### config.mk
export PLATFORM = sky130hd
export DESIGN_NAME = pxu_top
export DESIGN_NICKNAME = d
export VERILOG_FILES = /design/src/rtl/pxu_pkg.sv /design/src/rtl/pxu_decode.sv /design/src/rtl/pxu_seq.sv /design/src/rtl/pxu_regs.sv /design/src/rtl/pxu_top.sv
export SDC_FILE = /design/constraint.sdc
export NUM_CORES = 1
export LEC_CHECK = 0
export ABC_AREA = 1
export BUFFER_PORTS_ARGS = -buffer_cell sky130_fd_sc_hd__buf_2
export CELL_PAD_IN_SITES_DETAIL_PLACEMENT = 1
export CELL_PAD_IN_SITES_GLOBAL_PLACEMENT = 1
export CORE_ASPECT_RATIO = 0.75
export CORE_MARGIN = 8
export CORE_UTILIZATION = 27
export DETAILED_ROUTE_END_ITERATION = 6
export GPL_TIMING_DRIVEN = 0
export PLACE_DENSITY = 0.79
export SLEW_MARGIN = 20
export SYNTH_ARGS = -nofsm -noshare
export SYNTH_HDL_FRONTEND = slang
export SYNTH_SLANG_ARGS = --single-unit
### constraint.sdc
create_clock -name clk_i -period 1.5 [get_ports clk_i]
set_clock_uncertainty 0.15 [all_clocks]
set_input_delay 0.3 -clock clk_i [delete_from_list [all_inputs] [get_ports clk_i]]
set_output_delay 0.3 -clock clk_i [all_outputs]
set_load 0.05 [all_outputs]
### src/rtl/pxu_pkg.sv
package pxu_pkg;
  typedef enum logic [1:0] {SQ_IDLE, SQ_ISSUE, SQ_WAIT} sq_state_e;

  localparam int OFF_STATUS = 0;
  localparam int OFF_DATA   = 1;
  localparam int OFF_CTRL   = 2;

  localparam int ST_BUSY    = 0;
  localparam int ST_PAPER   = 1;
  localparam int ST_PEND    = 2;
  localparam int ST_OVR     = 3;

  localparam int CTRL_IE    = 0;
endpackage

### src/rtl/pxu_decode.sv
module pxu_decode #(
  parameter int ADDR_W  = 16,
  parameter int SEL_W   = 3,
  parameter int REG_W   = 2,
  parameter int SLOT_ID = 5
) (
  input  logic [ADDR_W-1:0] addr_i,
  output logic              hit_o,
  output logic [REG_W-1:0]  off_o
);
  localparam int MID_W = ADDR_W - SEL_W - REG_W;

  logic slot_ok, mid_ok;

  assign slot_ok = addr_i[ADDR_W-1 -: SEL_W] == SEL_W'(SLOT_ID);

  generate
    if (MID_W > 0) begin : g_mid
      assign mid_ok = addr_i[ADDR_W-SEL_W-1:REG_W] == '0;
    end else begin : g_nomid
      assign mid_ok = 1'b1;
    end
  endgenerate

  assign hit_o = slot_ok && mid_ok;
  assign off_o = addr_i[REG_W-1:0];
endmodule

### src/rtl/pxu_seq.sv
module pxu_seq
  import pxu_pkg::*;
(
  input  logic clk_i,
  input  logic rst_ni,
  input  logic start_i,
  input  logic paper_out_i,
  input  logic done_i,
  output logic strobe_o,
  output logic busy_o,
  output logic done_evt_o
);
  sq_state_e state_q, state_d;

  always_comb begin
    state_d = state_q;
    unique case (state_q)
      SQ_IDLE:  if (start_i) state_d = SQ_ISSUE;
      SQ_ISSUE: if (!paper_out_i) state_d = SQ_WAIT;
      SQ_WAIT:  if (done_i) state_d = SQ_IDLE;
      default:  state_d = SQ_IDLE;
    endcase
  end

  always_ff @(posedge clk_i or negedge rst_ni) begin
    if (!rst_ni) state_q <= SQ_IDLE;
    else         state_q <= state_d;
  end

  // strobe held back while the device reports no paper
  assign strobe_o   = (state_q == SQ_ISSUE) && !paper_out_i;
  assign busy_o     = state_q != SQ_IDLE;
  assign done_evt_o = (state_q == SQ_WAIT) && done_i;


  strobe_pulse_chk: assert property (@(posedge clk_i) disable iff (!rst_ni)
    strobe_o |=> !strobe_o);

  start_busy_chk: assert property (@(posedge clk_i) disable iff (!rst_ni)
    start_i |=> busy_o);

  paper_hold_chk: assert property (@(posedge clk_i) disable iff (!rst_ni)
    (paper_out_i && state_q == SQ_ISSUE) |=> (state_q == SQ_ISSUE));

  done_idle_chk: assert property (@(posedge clk_i) disable iff (!rst_ni)
    done_evt_o |=> !busy_o);
endmodule

### src/rtl/pxu_regs.sv
module pxu_regs
  import pxu_pkg::*;
#(
  parameter int DATA_W = 8,
  parameter int REG_W  = 2
) (
  input  logic              clk_i,
  input  logic              rst_ni,
  input  logic              hit_i,
  input  logic [REG_W-1:0]  off_i,
  input  logic              wr_i,
  input  logic              rd_i,
  input  logic [DATA_W-1:0] wdata_i,
  input  logic              seq_busy_i,
  input  logic              paper_out_i,
  input  logic              done_evt_i,
  output logic [DATA_W-1:0] rdata_o,
  output logic [DATA_W-1:0] data_o,
  output logic              start_o,
  output logic              irq_o
);
  logic [DATA_W-1:0] data_q, status_w, ctrl_w;
  logic ie_q, pend_q, ovr_q, busy_w;
  logic data_wr, ctrl_wr, stat_rd;

  assign busy_w  = seq_busy_i || paper_out_i;
  assign data_wr = hit_i && wr_i && (off_i == REG_W'(OFF_DATA));
  assign ctrl_wr = hit_i && wr_i && (off_i == REG_W'(OFF_CTRL));
  assign stat_rd = hit_i && rd_i && (off_i == REG_W'(OFF_STATUS));
  assign start_o = data_wr && !busy_w;

  always_ff @(posedge clk_i or negedge rst_ni) begin
    if (!rst_ni) begin
      data_q <= '0;
      ie_q   <= 1'b0;
      pend_q <= 1'b0;
      ovr_q  <= 1'b0;
    end else begin
      if (start_o) data_q <= wdata_i;
      if (ctrl_wr) ie_q   <= wdata_i[CTRL_IE];
      // completion outranks acknowledge
      if (done_evt_i)                 pend_q <= 1'b1;
      else if (stat_rd || data_wr)    pend_q <= 1'b0;
      if (data_wr && busy_w)          ovr_q  <= 1'b1;
      else if (stat_rd)               ovr_q  <= 1'b0;
    end
  end

  always_comb begin
    status_w           = '0;
    status_w[ST_BUSY]  = busy_w;
    status_w[ST_PAPER] = paper_out_i;
    status_w[ST_PEND]  = pend_q;
    status_w[ST_OVR]   = ovr_q;
    ctrl_w             = '0;
    ctrl_w[CTRL_IE]    = ie_q;
  end

  always_comb begin
    rdata_o = '0;
    if (hit_i && rd_i) begin
      if      (off_i == REG_W'(OFF_STATUS)) rdata_o = status_w;
      else if (off_i == REG_W'(OFF_DATA))   rdata_o = data_q;
      else if (off_i == REG_W'(OFF_CTRL))   rdata_o = ctrl_w;
    end
  end

  assign data_o = data_q;
  assign irq_o  = pend_q && ie_q;


  overrun_set_chk: assert property (@(posedge clk_i) disable iff (!rst_ni)
    (data_wr && busy_w) |=> ovr_q);

  pending_src_chk: assert property (@(posedge clk_i) disable iff (!rst_ni)
    $rose(pend_q) |-> $past(done_evt_i));

  irq_raise_chk: assert property (@(posedge clk_i) disable iff (!rst_ni)
    (done_evt_i && ie_q && !ctrl_wr) |=> irq_o);
endmodule

### src/rtl/pxu_top.sv
module pxu_top #(
  parameter int ADDR_W  = 16,
  parameter int SEL_W   = 3,
  parameter int REG_W   = 2,
  parameter int DATA_W  = 8,
  parameter int SLOT_ID = 5
) (
  input  logic              clk_i,
  input  logic              rst_ni,
  input  logic [ADDR_W-1:0] bus_addr_i,
  input  logic              bus_wr_i,
  input  logic              bus_rd_i,
  input  logic [DATA_W-1:0] bus_wdata_i,
  output logic [DATA_W-1:0] bus_rdata_o,
  output logic              irq_o,
  output logic [DATA_W-1:0] per_data_o,
  output logic              per_strobe_o,
  input  logic              per_done_i,
  input  logic              per_paper_out_i
);
  logic             hit, start, seq_busy, done_evt;
  logic [REG_W-1:0] off;

  pxu_decode #(
    .ADDR_W(ADDR_W), .SEL_W(SEL_W), .REG_W(REG_W), .SLOT_ID(SLOT_ID)
  ) i_decode (
    .addr_i(bus_addr_i), .hit_o(hit), .off_o(off)
  );

  pxu_regs #(.DATA_W(DATA_W), .REG_W(REG_W)) i_regs (
    .clk_i(clk_i), .rst_ni(rst_ni), .hit_i(hit), .off_i(off),
    .wr_i(bus_wr_i), .rd_i(bus_rd_i), .wdata_i(bus_wdata_i),
    .seq_busy_i(seq_busy), .paper_out_i(per_paper_out_i),
    .done_evt_i(done_evt), .rdata_o(bus_rdata_o), .data_o(per_data_o),
    .start_o(start), .irq_o(irq_o)
  );

  pxu_seq i_seq (
    .clk_i(clk_i), .rst_ni(rst_ni), .start_i(start),
    .paper_out_i(per_paper_out_i), .done_i(per_done_i),
    .strobe_o(per_strobe_o), .busy_o(seq_busy), .done_evt_o(done_evt)
  );


  foreign_wr_chk: assert property (@(posedge clk_i) disable iff (!rst_ni)
    (bus_wr_i && bus_addr_i[ADDR_W-1 -: SEL_W] != SEL_W'(SLOT_ID)) |-> !start);
endmodule

[Word-level counts from Yosys, hierarchy flattened]
Index checks and enable logic that the tools add are counted.
Word-level totals
  register bits after elaboration: 13
  input bits: 30
  word-level logic and storage cells: 47
Cells by class
  eq/ne operators: 8
  multiplexer cells: 12
  reduce and logical (&&, ||, !) cells: 22
Operator list (number)
  $mux 8: 3
  $logic_and 1x1->1: 11
  $logic_not 11->1: 1
  $mux 2: 3
  $ne 2x2->1 const B: 3
  $pmux 2 s3: 1
  $reduce_bool 2->1: 3
  $mux 1: 5
  $eq 2x1->1 const B: 2
  $eq 2x2->1 const B: 2
  $logic_not 2->1: 2
  $eq 3x3->1 const B: 1
  $reduce_and 3->1: 1
  $logic_not 1->1: 2
  $logic_or 1x1->1: 2

[Logic depth before layout (Yosys ltp)]
Gate-level depths: netlist of run 1.
  word-level depth: 7
  gate-level depth with buffers: 9
  gate-level depth less buffers: 9

[By module]
Synthesis of run 1 repeated with hierarchy kept, for this count alone.
Second synthesis, totals
  cells, all modules: 122
  area total of the unflattened synthesis: 847.1 um^2
Modules (own cells, without submodules)
  pxu_regs: instances 1, cells an instance 85, area each 643.1 um^2
  pxu_seq: instances 1, cells an instance 15, area each 110.1 um^2
  pxu_decode: instances 1, cells an instance 22, area each 93.8 um^2

[Worst setup path after synthesis of run 1]
Ideal clock, no wire load.
  path type: reg2out
  start point: register i_regs.data_q[0], in the netlist i_regs.data_o[0]
  end point: output port bus_rdata_o[0]
  arrival: 1.490 ns
  required time: 1.050 ns
  setup slack: -0.440 ns
  cell stages (with the launch flop): 5
  buffers on the path: 0
  path through: dfrtp_1 > nand2_1 > nand2_1 > nand2_1 > nor2_1
Between the ends
  longest elaborated chain between the ends: 3
RTL lines
  from (decl): RTL line pxu_regs.sv:22  | logic [DATA_W-1:0] data_q, status_w, ctrl_w;
  from (signal assigned): RTL line pxu_regs.sv:39  | if (start_o) data_q <= wdata_i;
  $mux 8: RTL line pxu_regs.sv:63  | else if (off_i == REG_W'(OFF_DATA)) rdata_o = data_q;
  $mux 8: RTL line pxu_regs.sv:62  | if (off_i == REG_W'(OFF_STATUS)) rdata_o = status_w;
  $mux 8: RTL line pxu_regs.sv:61  | if (hit_i && rd_i) begin
  to (decl): RTL line pxu_top.sv:14  | output logic [DATA_W-1:0] bus_rdata_o,
No other way between the ends.

[Worst setup path after layout of run 1]
  start point: input port bus_addr_i[5]
  end point: output port bus_rdata_o[7]
Between the ends
  longest elaborated chain between the ends: 4
RTL lines
  from (decl): RTL line pxu_top.sv:10  | input logic [ADDR_W-1:0] bus_addr_i,
  $logic_not 11->1: RTL line pxu_decode.sv:19  | assign mid_ok = addr_i[ADDR_W-SEL_W-1:REG_W] == '0;
  $logic_and 1x1->1: RTL line pxu_decode.sv:25  | assign hit_o = slot_ok && mid_ok;
  $logic_and 1x1->1: RTL line pxu_regs.sv:61
  $mux 8: RTL line pxu_regs.sv:61
No other way between the ends.

==> summary.md, run 1 <==
| Metric | Value |
|---|---|
| Num rows | 19 |
| Post-Syn Area per Cell | 7.03 um^2 |
| Worst flop-to-flop path endpoint | i_regs.data_o[4] |
| RSZ-0062 raised after global routing | true |
| Endpoint, Worst Hold | i_seq.state_q[1] |
| Power Density | between 400 and 500 mW/mm^2 |
| Most frequent cells in the layout | nand2_1 (31), buf_2 (29), nor2_4 (14) |
| Setup slack, reg-to-reg | 60 ps |
| CP Data Arrival Time | 1360 ps |
| Synthesized netlist cell count | around 140 |
| Count of input and output buffers | 47 |
| R2R Path Start | i_seq.state_q[0] |
| FMAX | 553 MHz |
| Fin crit share | 121% |
| Die area | ~0.0058 mm^2 |
| Post-synth top area share | 33.5% |
| Total track usage | 12.5% |
| Worst r2r path cells | 7 |
| Post-Syn Area | 970 um^2 |
| Grt ovf | 0 |
| Netlist cell types | 21 |
| CP top delay family | simple AND/OR/NAND/NOR gates |
| Core ar. | 0.00354 mm^2 |
| DR vias | roughly 1.1k |
| Starting Density | 27.4% |
| # H-tree levels | 1 |
| Sequential cell area fraction in the yosys report | between 30% and 40% |
| Final WL | 3.56 mm |
| Layout cells sized above 1 | 56.9% |
| Failing checks | negative setup slack |
| Worst-path clk slew | roughly 50 ps |
| Worst path required time | between 1000 and 1500 ps |
| CTS tree | built |
| TritonCTS Buffers | 3 |
| Startpoint types | primary input |
| Crit path cell chain | buf_2, nor2_4, nand3_4, nor2_8, nand3_4, buf_12, nor2_4, buf_8 |
| Post-layout util | 50.1% |
| Gp weighted congestion | around 0.72 |
| DRC | 0 |
| Synth area leader | dfrtp_1 |
| Slew of the pin with the lowest slew margin | around 290 ps |
| Avg Vias per Cell | 4.57 |
| Initial antenna violation count | 0 |
| Die X | 85.2 um |
| Yosys reg bits | 13 |
| Synth area leaders | dfrtp_1 (34%), nand2_1 (17%), nor2_1 (7.4%), inv_1 (7.0%), nand4_1 (6.5%) |
| Leak | about 0.97 nW |
| Commonest non-fill, non-tap cell in the layout | nand2_1 |
| CP max stage cell | buf_12 |
| Max_slew headroom | between 80% and 90% |
| Diode count | 0 |
| Hold path depth | 2 |
| Clock sink count | 13 |
| Clk_lat worst skew | roughly 240 ps |
| Syn-to-layout area delta | 83.0% |
| Final HPWL DP | 2.58 mm |
| Max VDD drop | 0.489 mV |
| Type of the worst min-delay path | primary input to flip-flop |
| CTS max path bufs | 2 |
| Global-route wire length before repair | 5.69 mm |
| Pin count of the biggest net entering global routing | 14 |
| Largest stage delay, worst path | 160 ps |
| Antenna Nets Post-Route | 0 |
| Die H | 67.9 um |
| Final instance count without filler cells | 246 |
| DR iter-0 viols | 20 |
| Synthesis warning total | 0 |
| Syn_nets | ~170 |
| Critical Path Sink Type | primary output |
| Placed Cells | 227 |
| Min-delay src | per_done_i |
| Status | complete, but fails checks |
| Bufs and invs on worst path | 3 |
| CTS Root Cell | clkbuf_8 |
| Setup ws final | -309 ps |
| Final Hold Viols | 0 |
| Worst-path fanout max | 3 |
| Drt first pass iters | 3 |
| Final Critical Period | 1810 ps |
| Slew Limit Fails | 0 |
| Vias in the first global route | 1213 |
| Crit path kind | primary input to primary output |
| Max cap viols | 0 |
| Mean routed wirelength per cell | 14.5 um |
| Final setup viols | 9 |
| Fillers | approximately 420 |
| Final #Nets | 235 |
| I/O pins | 48 |
cell usage after synthesis, drive strengths merged:
cell type,count
nand4,11
buf,2
nand2,48
o21ai,2
dfrtp,13
inv,23
o22ai,1
nand3,8
nor2,29
or2,1
where the power goes:
part / switching (W) / total [W] / internal (W) / leakage [nW]
registers: 0.00000254 / 0.000356 / 0.000354 / 0.174
clock network: 0.000126 / 0.000314 / 0.000188 / 0.0228
logic: 0.000108 / 0.000194 / 0.0000867 / 0.770
total: 0.000237 / 0.000865 / 0.000628 / 0.966
per-layer routing:
metal  wire [um]  up-vias  global-route usage, %  part of all wire (%)
met5           0        -                      0                     0
met4          71        0                   4.19                   2.0
met3         151        6                   4.08                   4.2
met2        1970       20                   24.3                    55
met1        1360      536                   12.6                    38
li1            -      561                      -                     -
logic make-up after synthesis:
group	Yosys count	synth area share (%)
flops	13	33.5
compound gates	3	1.68
simple gates	97	54.6
buf+inv	25	10.2
metrics by stage:
stage          cell area [um^2]  worst slack [ps]  hold WS (ps)  setup TNS (ps)  total power (W)
6_report                   1770              -309           103           -2340         0.000865
3_5_place_dp               1360              -562          54.4           -3820         0.000512
3_3_place_gp               1360              -537          54.3           -3630         0.000510
4_1_cts                    1650              -357          98.2           -2420         0.000856
5_1_grt                    1770              -356           121           -2800         0.000903
2_1_floorplan              1070              -142          -146            -955         0.000432
repair_timing:
action                                 4_1_cts  5_1_grt
buffers inserted                             7        8
setup endpoints to repair                    9        9
pin swaps                                   10       17
hold buffers                                 1        0
endpoints found under the hold margin       13        0
resized for setup                           52       21
state kept, by name (all words and copies together), names as in the netlist:
signal	cells
i_regs.data_o	8
i_regs.pend_q	1
i_regs.ovr_q	1
i_seq.state_q	2
i_regs.ie_q	1
worst max path at each step:
stage / startpoint / to / slack (ps) / cells past startpoint
CTS: i_seq.state_q[0] / bus_rdata_o[0] / -360 / 8
floorplan: bus_addr_i[10] / bus_rdata_o[1] / -140 / 9
global placement: bus_addr_i[13] / bus_rdata_o[2] / -540 / 10
detailed placement: bus_addr_i[13] / bus_rdata_o[1] / -560 / 10
finish: bus_addr_i[5] / bus_rdata_o[7] / -310 / 8
global route: bus_addr_i[13] / bus_rdata_o[7] / -360 / 9
layout make-up:
cell class	count	area, um^2	area share, %
tap	42	52.6	2.96
timing repair buffer	62	520	29.3
multi-input combinational	100	706	39.8
sequential	13	325	18.3
clock buffer	4	45.0	2.54
buffer	2	18.8	1.06
inverter	23	106	5.99
No activity file was read; power rests on OpenSTA's default activity.
==> run 2: changes to the inputs <==
ABC_AREA = unset   (was 1)
CORE_UTILIZATION = 25   (was 27)
PLACE_DENSITY = 0.75   (was 0.79)
==> summary.md, run 2 <==
| Metric | Value |
|---|---|
| Crit path kind | flip-flop to primary output |
| Num rows | 17 (-2) |
| Pre-CTS setup slack | -856 ps (-294 ps) |
| Final #Nets | 162 (-31%) |
| Crit path cell chain | or3_4, mux2i_1, o21a_1, nor3b_4, buf_6 |
| Drt first pass iters | 4 (+1) |
| Hold path depth | 2 (unchanged) |
| Power Density | 549 mW/mm^2 (+13%) |
| Worst path required time | 1050 ps (about the same) |
| Placed Area | 0.00109 mm^2 (-19%) |
| DR vias | 797 (-29%) |
| Total power | 0.000791 W (-8.6%) |
| Antenna Nets Post-Route | 0 (unchanged) |
| Fin area | 0.00144 mm^2 (-19%) |
| Max_slew headroom | 78.8% (-1.8 points) |
| RSZ-0062 raised after global routing | true |
| Synthesized netlist cell count | 67 (-51%) |
| DR iter-0 viols | 10 (-50%) |
| Crit path depth | 5 (-3) |
| Type of the worst min-delay path | primary input to flip-flop |
| Synth Area in Adders | 0% (unchanged) |
| Simple-gate portion of the synthesized area | 30.3% (-24 points) |
| Slew of the pin with the lowest slew margin | 318 ps (+26.3 ps) |
| # H-tree levels | 1 (unchanged) |
| Syn-to-layout area delta | 93.4% |
| Netlist cell types | 25 (+19%) |
| Most numerous cell in the Yosys netlist | dfrtp_1 |
| Synth area leader | dfrtp_1 |
| Clk_lat worst skew | 240 ps (about the same) |
| Starting Density | 25.7% (-1.6 points) |
| Die X | 79.0 um (-7.3%) |
| CP max stage cell | or3_4 |
| Final Hold Viols | 0 (unchanged) |
| Async S/R FF share, synth | 100% (unchanged) |
| Max FFs per register | 8 (unchanged) |
| Max VDD drop | 0.435 mV (-11%) |
| Fin crit share | 131% (+11 points) |
| CTS max path bufs | 2 (unchanged) |
| DRC | 0 (unchanged) |
| CTS Root Cell | clkbuf_8 |
| Failing checks | negative setup slack |
| TritonCTS Buffers | 3 (unchanged) |
| Final HPWL DP | 2.00 mm (-23%) |
| Final WL | 2.90 mm (-19%) |
| Global-route wire length before repair | 4.68 mm (-18%) |
| Startpoint types | flip-flop |
| Worst r2r path cells | 5 (-2) |
| Worst-path fanout max | 2 (-1) |
| Final instance count without filler cells | 169 (-31%) |
| I/O pins | 48 (unchanged) |
| Commonest non-fill, non-tap cell in the layout | buf_2 |
| Max cap viols | 0 (unchanged) |
| Synthesis warning total | 0 (unchanged) |
| Sequential cell area fraction in the yosys report | 43.7% (+10 points) |
| Syn_nets | 97 (-42%) |
| Mean routed wirelength per cell | 17.1 um (+19%) |
| Pin count of the biggest net entering global routing | 14 (unchanged) |
| Synth Area in Compound Gates | 5.55% (+3.9 points) |
| Final Critical Period | 1970 ps (+163 ps) |
| Clock sink count | 13 (unchanged) |
| Count of input and output buffers | 47 (unchanged) |
| Largest stage delay, worst path | 390 ps (+230 ps) |
| Layout cells sized above 1 | 71.0% (+14 points) |
| Vias in the first global route | 945 (-22%) |
| CP top delay family | simple AND/OR/NAND/NOR gates |
| Post-synth top area share | 43.7% (+10 points) |
| Avg Vias per Cell | 4.72 (+3.3%) |
| Gp weighted congestion | 0.710 (-1.7%) |
| Status | complete, but fails checks |
| Core ar. | 0.00289 mm^2 (-18%) |
| EDFF count, synth | 0 (unchanged) |
| Post-Syn Area | 744 um^2 (-23%) |
| Initial antenna violation count | 0 (unchanged) |
| CP Data Arrival Time | 1520 ps (+160 ps) |
| Setup ws final | -472 ps (-163 ps) |
| Primary FF master, synth | dfrtp_1 |
| Synth area leaders | dfrtp_1 (44%), mux2_2 (14%), nor4_4 (5.7%), mux2i_1 (5.4%), and3_1 (3.4%) |
| Placed Cells | 152 (-33%) |
| Bufs and invs on worst path | 1 (-2) |
| Combinational family with the most area after synthesis | simple AND/OR/NAND/NOR gates |
| Final setup viols | 19 (+10) |
| Total track usage | 11.5% (-1.0 points) |
| Post-Syn Area per Cell | 11.1 um^2 (+58%) |
| Synth top cells by count | dfrtp_1 (13), mux2_2 (9), nor2_1 (5) |
| Yosys reg bits | 13 (unchanged) |
| Critical Path Sink Type | primary output |
| Xor-xnor portion of the synthesized cell area | 0% (unchanged) |
| CTS tree | built |
| Most frequent cells in the layout | buf_2 (33), dfrtp_1 (13), buf_6 (12) |
| Post-layout util | 49.8% (-0.30 points) |
| Leak | 0.713 nW (-26%) |
| Diode count | 0 (unchanged) |
| FMAX | 507 MHz (-8.3%) |
| Grt ovf | 0 (unchanged) |
| Worst-path clk slew | 60 ps (about the same) |
| Die H | 63.3 um (-6.8%) |
| Slew Limit Fails | 0 (unchanged) |
| Die area | 0.00500 mm^2 (-14%) |
| Share of synthesized area spent on multiplexers | 19.0% (+19 points) |
run 2: path summary, 6_finish.rpt:
path | startpoint | to | slack [ps]
worst max-delay path | i_seq.state_q[1] | bus_rdata_o[0] | -470
worst min-delay path | per_done_i | i_seq.state_q[1] | 100
worst max register to register | i_seq.state_q[1] | i_regs.data_o[6] | -440
worst min register to register | i_regs.ovr_q | i_regs.ovr_q | 380
max in group asynchronous | rst_ni | i_regs.data_o[5] | 630
min in group asynchronous | rst_ni | i_regs.ie_q | 330
run 2: what timing repair did:
item	4_1_cts	5_1_grt
setup buffers	10	3
hold buffers	1	0
endpoints found under the setup margin	19	20
pin swaps	8	8
hold endpoints to repair	13	0
resized for setup	37	20
run 2: cell families after synthesis:
kind of cell | count (synthesis)
muxes | 13
and+or+nand+nor | 31
buffers and inverters | 3
DFF | 13
AOI/OAI and AO/OA | 7
run 2: report_power, final:
group / switching [W] / leakage [nW] / internal [W] / total, W
Sequential: 0.00000231 / 0.178 / 0.000354 / 0.000356
Clock: 0.000127 / 0.0228 / 0.000188 / 0.000315
Combinational: 0.0000612 / 0.512 / 0.0000588 / 0.000120
Total: 0.000191 / 0.713 / 0.000600 / 0.000791
run 2: per-layer routing:
layer / track usage, % / routed length [um] / vias to the layer above / part of all wire (%)
met5: 0 / 0 / - / 0
met2: 18.8 / 1470 / 30 / 51
met1: 13.2 / 1180 / 390 / 41
li1: - / - / 373 / -
met4: 3.23 / 26 / 0 / 0.90
met3: 5.10 / 220 / 4 / 7.6
run 2: stage by stage:
step | hold slack [ps] | setup TNS, ps
5_1_grt | 101 | -8260
4_1_cts | 99.8 | -6880
3_3_place_gp | 48.9 | -11180
2_1_floorplan | -146 | -5720
3_5_place_dp | 58.9 | -12180
6_report | 97.2 | -6940
run 2: final cells by class:
type                       count  area, um^2
timing repair buffer          60         453
sequential                    13         325
buffer                         1        5.00
multi-input combinational     51         557
clock buffer                   4        45.0
fill                         334        1450
inverter                       2        7.51
tap                           38        47.5
==> run 3: changes to the inputs <==
CELL_PAD_IN_SITES_DETAIL_PLACEMENT = unset   (was 1)
CELL_PAD_IN_SITES_GLOBAL_PLACEMENT = unset   (was 1)
PLACE_DENSITY = 0.59   (was 0.75)
==> summary.md, run 3 (synthesized netlist as in run 2, its figures left out) <==
| Metric | Value |
|---|---|
| Worst r2r path cells | 5 (unchanged) |
| Type of the worst min-delay path | primary input to flip-flop |
| Min-delay src | per_done_i |
| Starting Density | 25.7% (unchanged) |
| Setup TNS | -6770 ps (+172 ps) |
| Comb pwr share | 13.7% (-1.5 points) |
| Crit path cell chain | buf_6, nor4_4, and4_4, and2_4, and3_4, buf_8 |
| Setup slack, reg-to-reg | -370 ps (+70 ps) |
| Leak | 0.673 nW (-5.6%) |
| Setup ws final | -494 ps (-22.1 ps) |
| CTS Root Cell | clkbuf_8 |
| Total power | 0.000779 W (-1.5%) |
| P_sw | 0.000183 W (-3.7%) |
| Status | complete, but fails checks |
| CTS max path bufs | 2 (unchanged) |
| Final setup viols | 19 (unchanged) |
| TritonCTS Buffers | 3 (unchanged) |
| Commonest non-fill, non-tap cell in the layout | buf_2 |
| Die X | 79.0 um (unchanged) |
| Most frequent cells in the layout | buf_2 (35), dfrtp_1 (13), mux2_4 (8), buf_6 (8), buf_4 (6) |
| Max VDD drop | 0.350 mV (-20%) |
| I/O pins | 48 (unchanged) |
| R2R Path Start | i_seq.state_q[0] |
| Die H | 63.3 um (unchanged) |
| Worst-path fanout max | 4 (+2) |
| Diode count | 0 (unchanged) |
| Final HPWL DP | 1.85 mm (-7.6%) |
| Worst flop-to-flop path endpoint | i_regs.data_o[5] |
| Worst path required time | 1050 ps (about the same) |
| Pin count of the biggest net entering global routing | 14 (unchanged) |
| Layout cells sized above 1 | 67.5% (-3.5 points) |
| Final Hold Viols | 0 (unchanged) |
| Avg Vias per Cell | 4.60 (-2.5%) |
| Gp weighted congestion | 0.731 (+2.9%) |
| Vias in the first global route | 845 (-11%) |
| RSZ-0062 raised after global routing | true |
| Crit path kind | primary input to primary output |
| Drt first pass iters | 3 (-1) |
| CTS tree | built |
| Total track usage | 10.1% (-1.4 points) |
| Initial antenna violation count | 0 (unchanged) |
| CP max stage cell | nor4_4 |
| Antenna Nets Post-Route | 0 (unchanged) |
| Failing checks | negative setup slack |
| Fillers | 284 (-15%) |
| Sw Ratio | 23.6% (-0.53 points) |
| Final Critical Period | 1990 ps (+22.1 ps) |
| Power Internal | 0.000595 W (-0.83%) |
| DRC | 0 (unchanged) |
| Max FFs per register | 8 (unchanged) |
| Grt ovf | 0 (unchanged) |
| Die area | 0.00500 mm^2 (unchanged) |
| Power Density | 575 mW/mm^2 (+4.8%) |
| Core ar. | 0.00289 mm^2 (unchanged) |
| Sequential Power Share | 45.7% (+0.7 points) |
| Largest stage delay, worst path | 350 ps (-40 ps) |
| Global-route wire length before repair | 4.04 mm (-14%) |
| Clk_lat worst skew | 250 ps (about the same) |
| CP Data Arrival Time | 1540 ps (+20 ps) |
| Startpoint types | primary input |
| Endpoint, Worst Hold | i_seq.state_q[1] |
| Fin crit share | 133% (+1.5 points) |
| FMAX | 502 MHz (-1.1%) |
| Max_slew headroom | 79.5% (+0.75 points) |
| Clock Power Share | 40.6% (+0.8 points) |
| # H-tree levels | 1 (unchanged) |
| Syn-to-layout area delta | 81.8% |
| Worst-path clk slew | 50 ps (about the same) |
| Count of input and output buffers | 47 (unchanged) |
| Post-layout util | 46.8% (-3.0 points) |
| DR vias | 754 (-5.4%) |
| Hold path depth | 2 (unchanged) |
| Num rows | 17 (unchanged) |
| Slew Limit Fails | 0 (unchanged) |
| Final #Nets | 157 (-3.1%) |
| Clock sink count | 13 (unchanged) |
| Hold slack | 97.1 ps (-0.108 ps) |
| Final WL | 2.43 mm (-16%) |
| Max cap viols | 0 (unchanged) |
| Critical Path Sink Type | primary output |
| DR iter-0 viols | 17 (+7) |
| Slew of the pin with the lowest slew margin | 305 ps (-13.6 ps) |
| Mean routed wirelength per cell | 14.8 um (-14%) |
==> run 3: cell types whose count changed in the layout (fill, tap and decap cells not counted), moves of 2 or more <==
cell | before | now
buf_6 | 12 | 8
buf_2 | 33 | 35
buf_4 | 8 | 6
nor3_1 | 0 | 2
==> run 3: area by class of cell <==
class / instances / area, um^2 / area share (%)
multi-input combinational: 51 / 528 / 39.0
inverter: 2 / 7.51 / 0.555
sequential: 13 / 325 / 24.0
clock buffer: 4 / 45.0 / 3.33
tap: 38 / 47.5 / 3.51
buffer: 1 / 5.00 / 0.370
timing repair buffer: 55 / 395 / 29.2
==> run 3: what timing repair did <==
item,CTS,global route
pin swaps,3,3
setup endpoints to repair,19,20
hold buffers,1,0
endpoints found under the hold margin,13,0
gates resized for setup,35,9
setup buffers,7,1
==> run 3: power by group through the flow <==
stage	combinational [W]	clock [W]	sequential, W
CTS	0.000103	0.000336	0.000356
finish	0.000107	0.000316	0.000356
floorplan	0.0000313	0	0.000361
global placement	0.0000899	0	0.000362
detailed placement	0.0000923	0	0.000362
global route	0.000118	0.000348	0.000356
==> run 3: routing by layer <==
| layer | global-route usage, % | up-vias | part of all wire [%] |
|---|---|---|---|
| met3 | 5.38 | 3 | 8.7 |
| met1 | 11.3 | 358 | 44 |
| met4 | 3.23 | 0 | 1.1 |
| met2 | 15.9 | 29 | 46 |
| li1 | - | 364 | - |
| met5 | 0 | - | 0 |
==> run 3: worst max path at each step <==
stage                startpoint               end  slack (ps)  depth (start not counted)
3_3_place_gp      bus_addr_i[2]  i_regs.data_o[6]        -760                          5
3_5_place_dp      bus_addr_i[2]  i_regs.data_o[5]        -830                          5
4_1_cts        i_seq.state_q[0]    bus_rdata_o[0]        -500                          5
5_1_grt        i_seq.state_q[0]    bus_rdata_o[0]        -550                          5
6_report          bus_addr_i[5]    bus_rdata_o[6]        -490                          6
2_1_floorplan  i_regs.data_o[0]    bus_rdata_o[0]        -420                          3
==> run 3: stage by stage <==
stage | worst slack, ps | instance area, um^2 | std cells
floorplan | -420 | 812 | 67
global placement | -764 | 1090 | 152
detailed placement | -829 | 1090 | 152
CTS | -503 | 1320 | 164
global route | -548 | 1350 | 164
finish | -494 | 1350 | 164
==> run 3: critical path: cells and delay by family <==
family                 cells  cell delay [ps]
and+or+nand+nor            4             1010
buffers and inverters      2              240
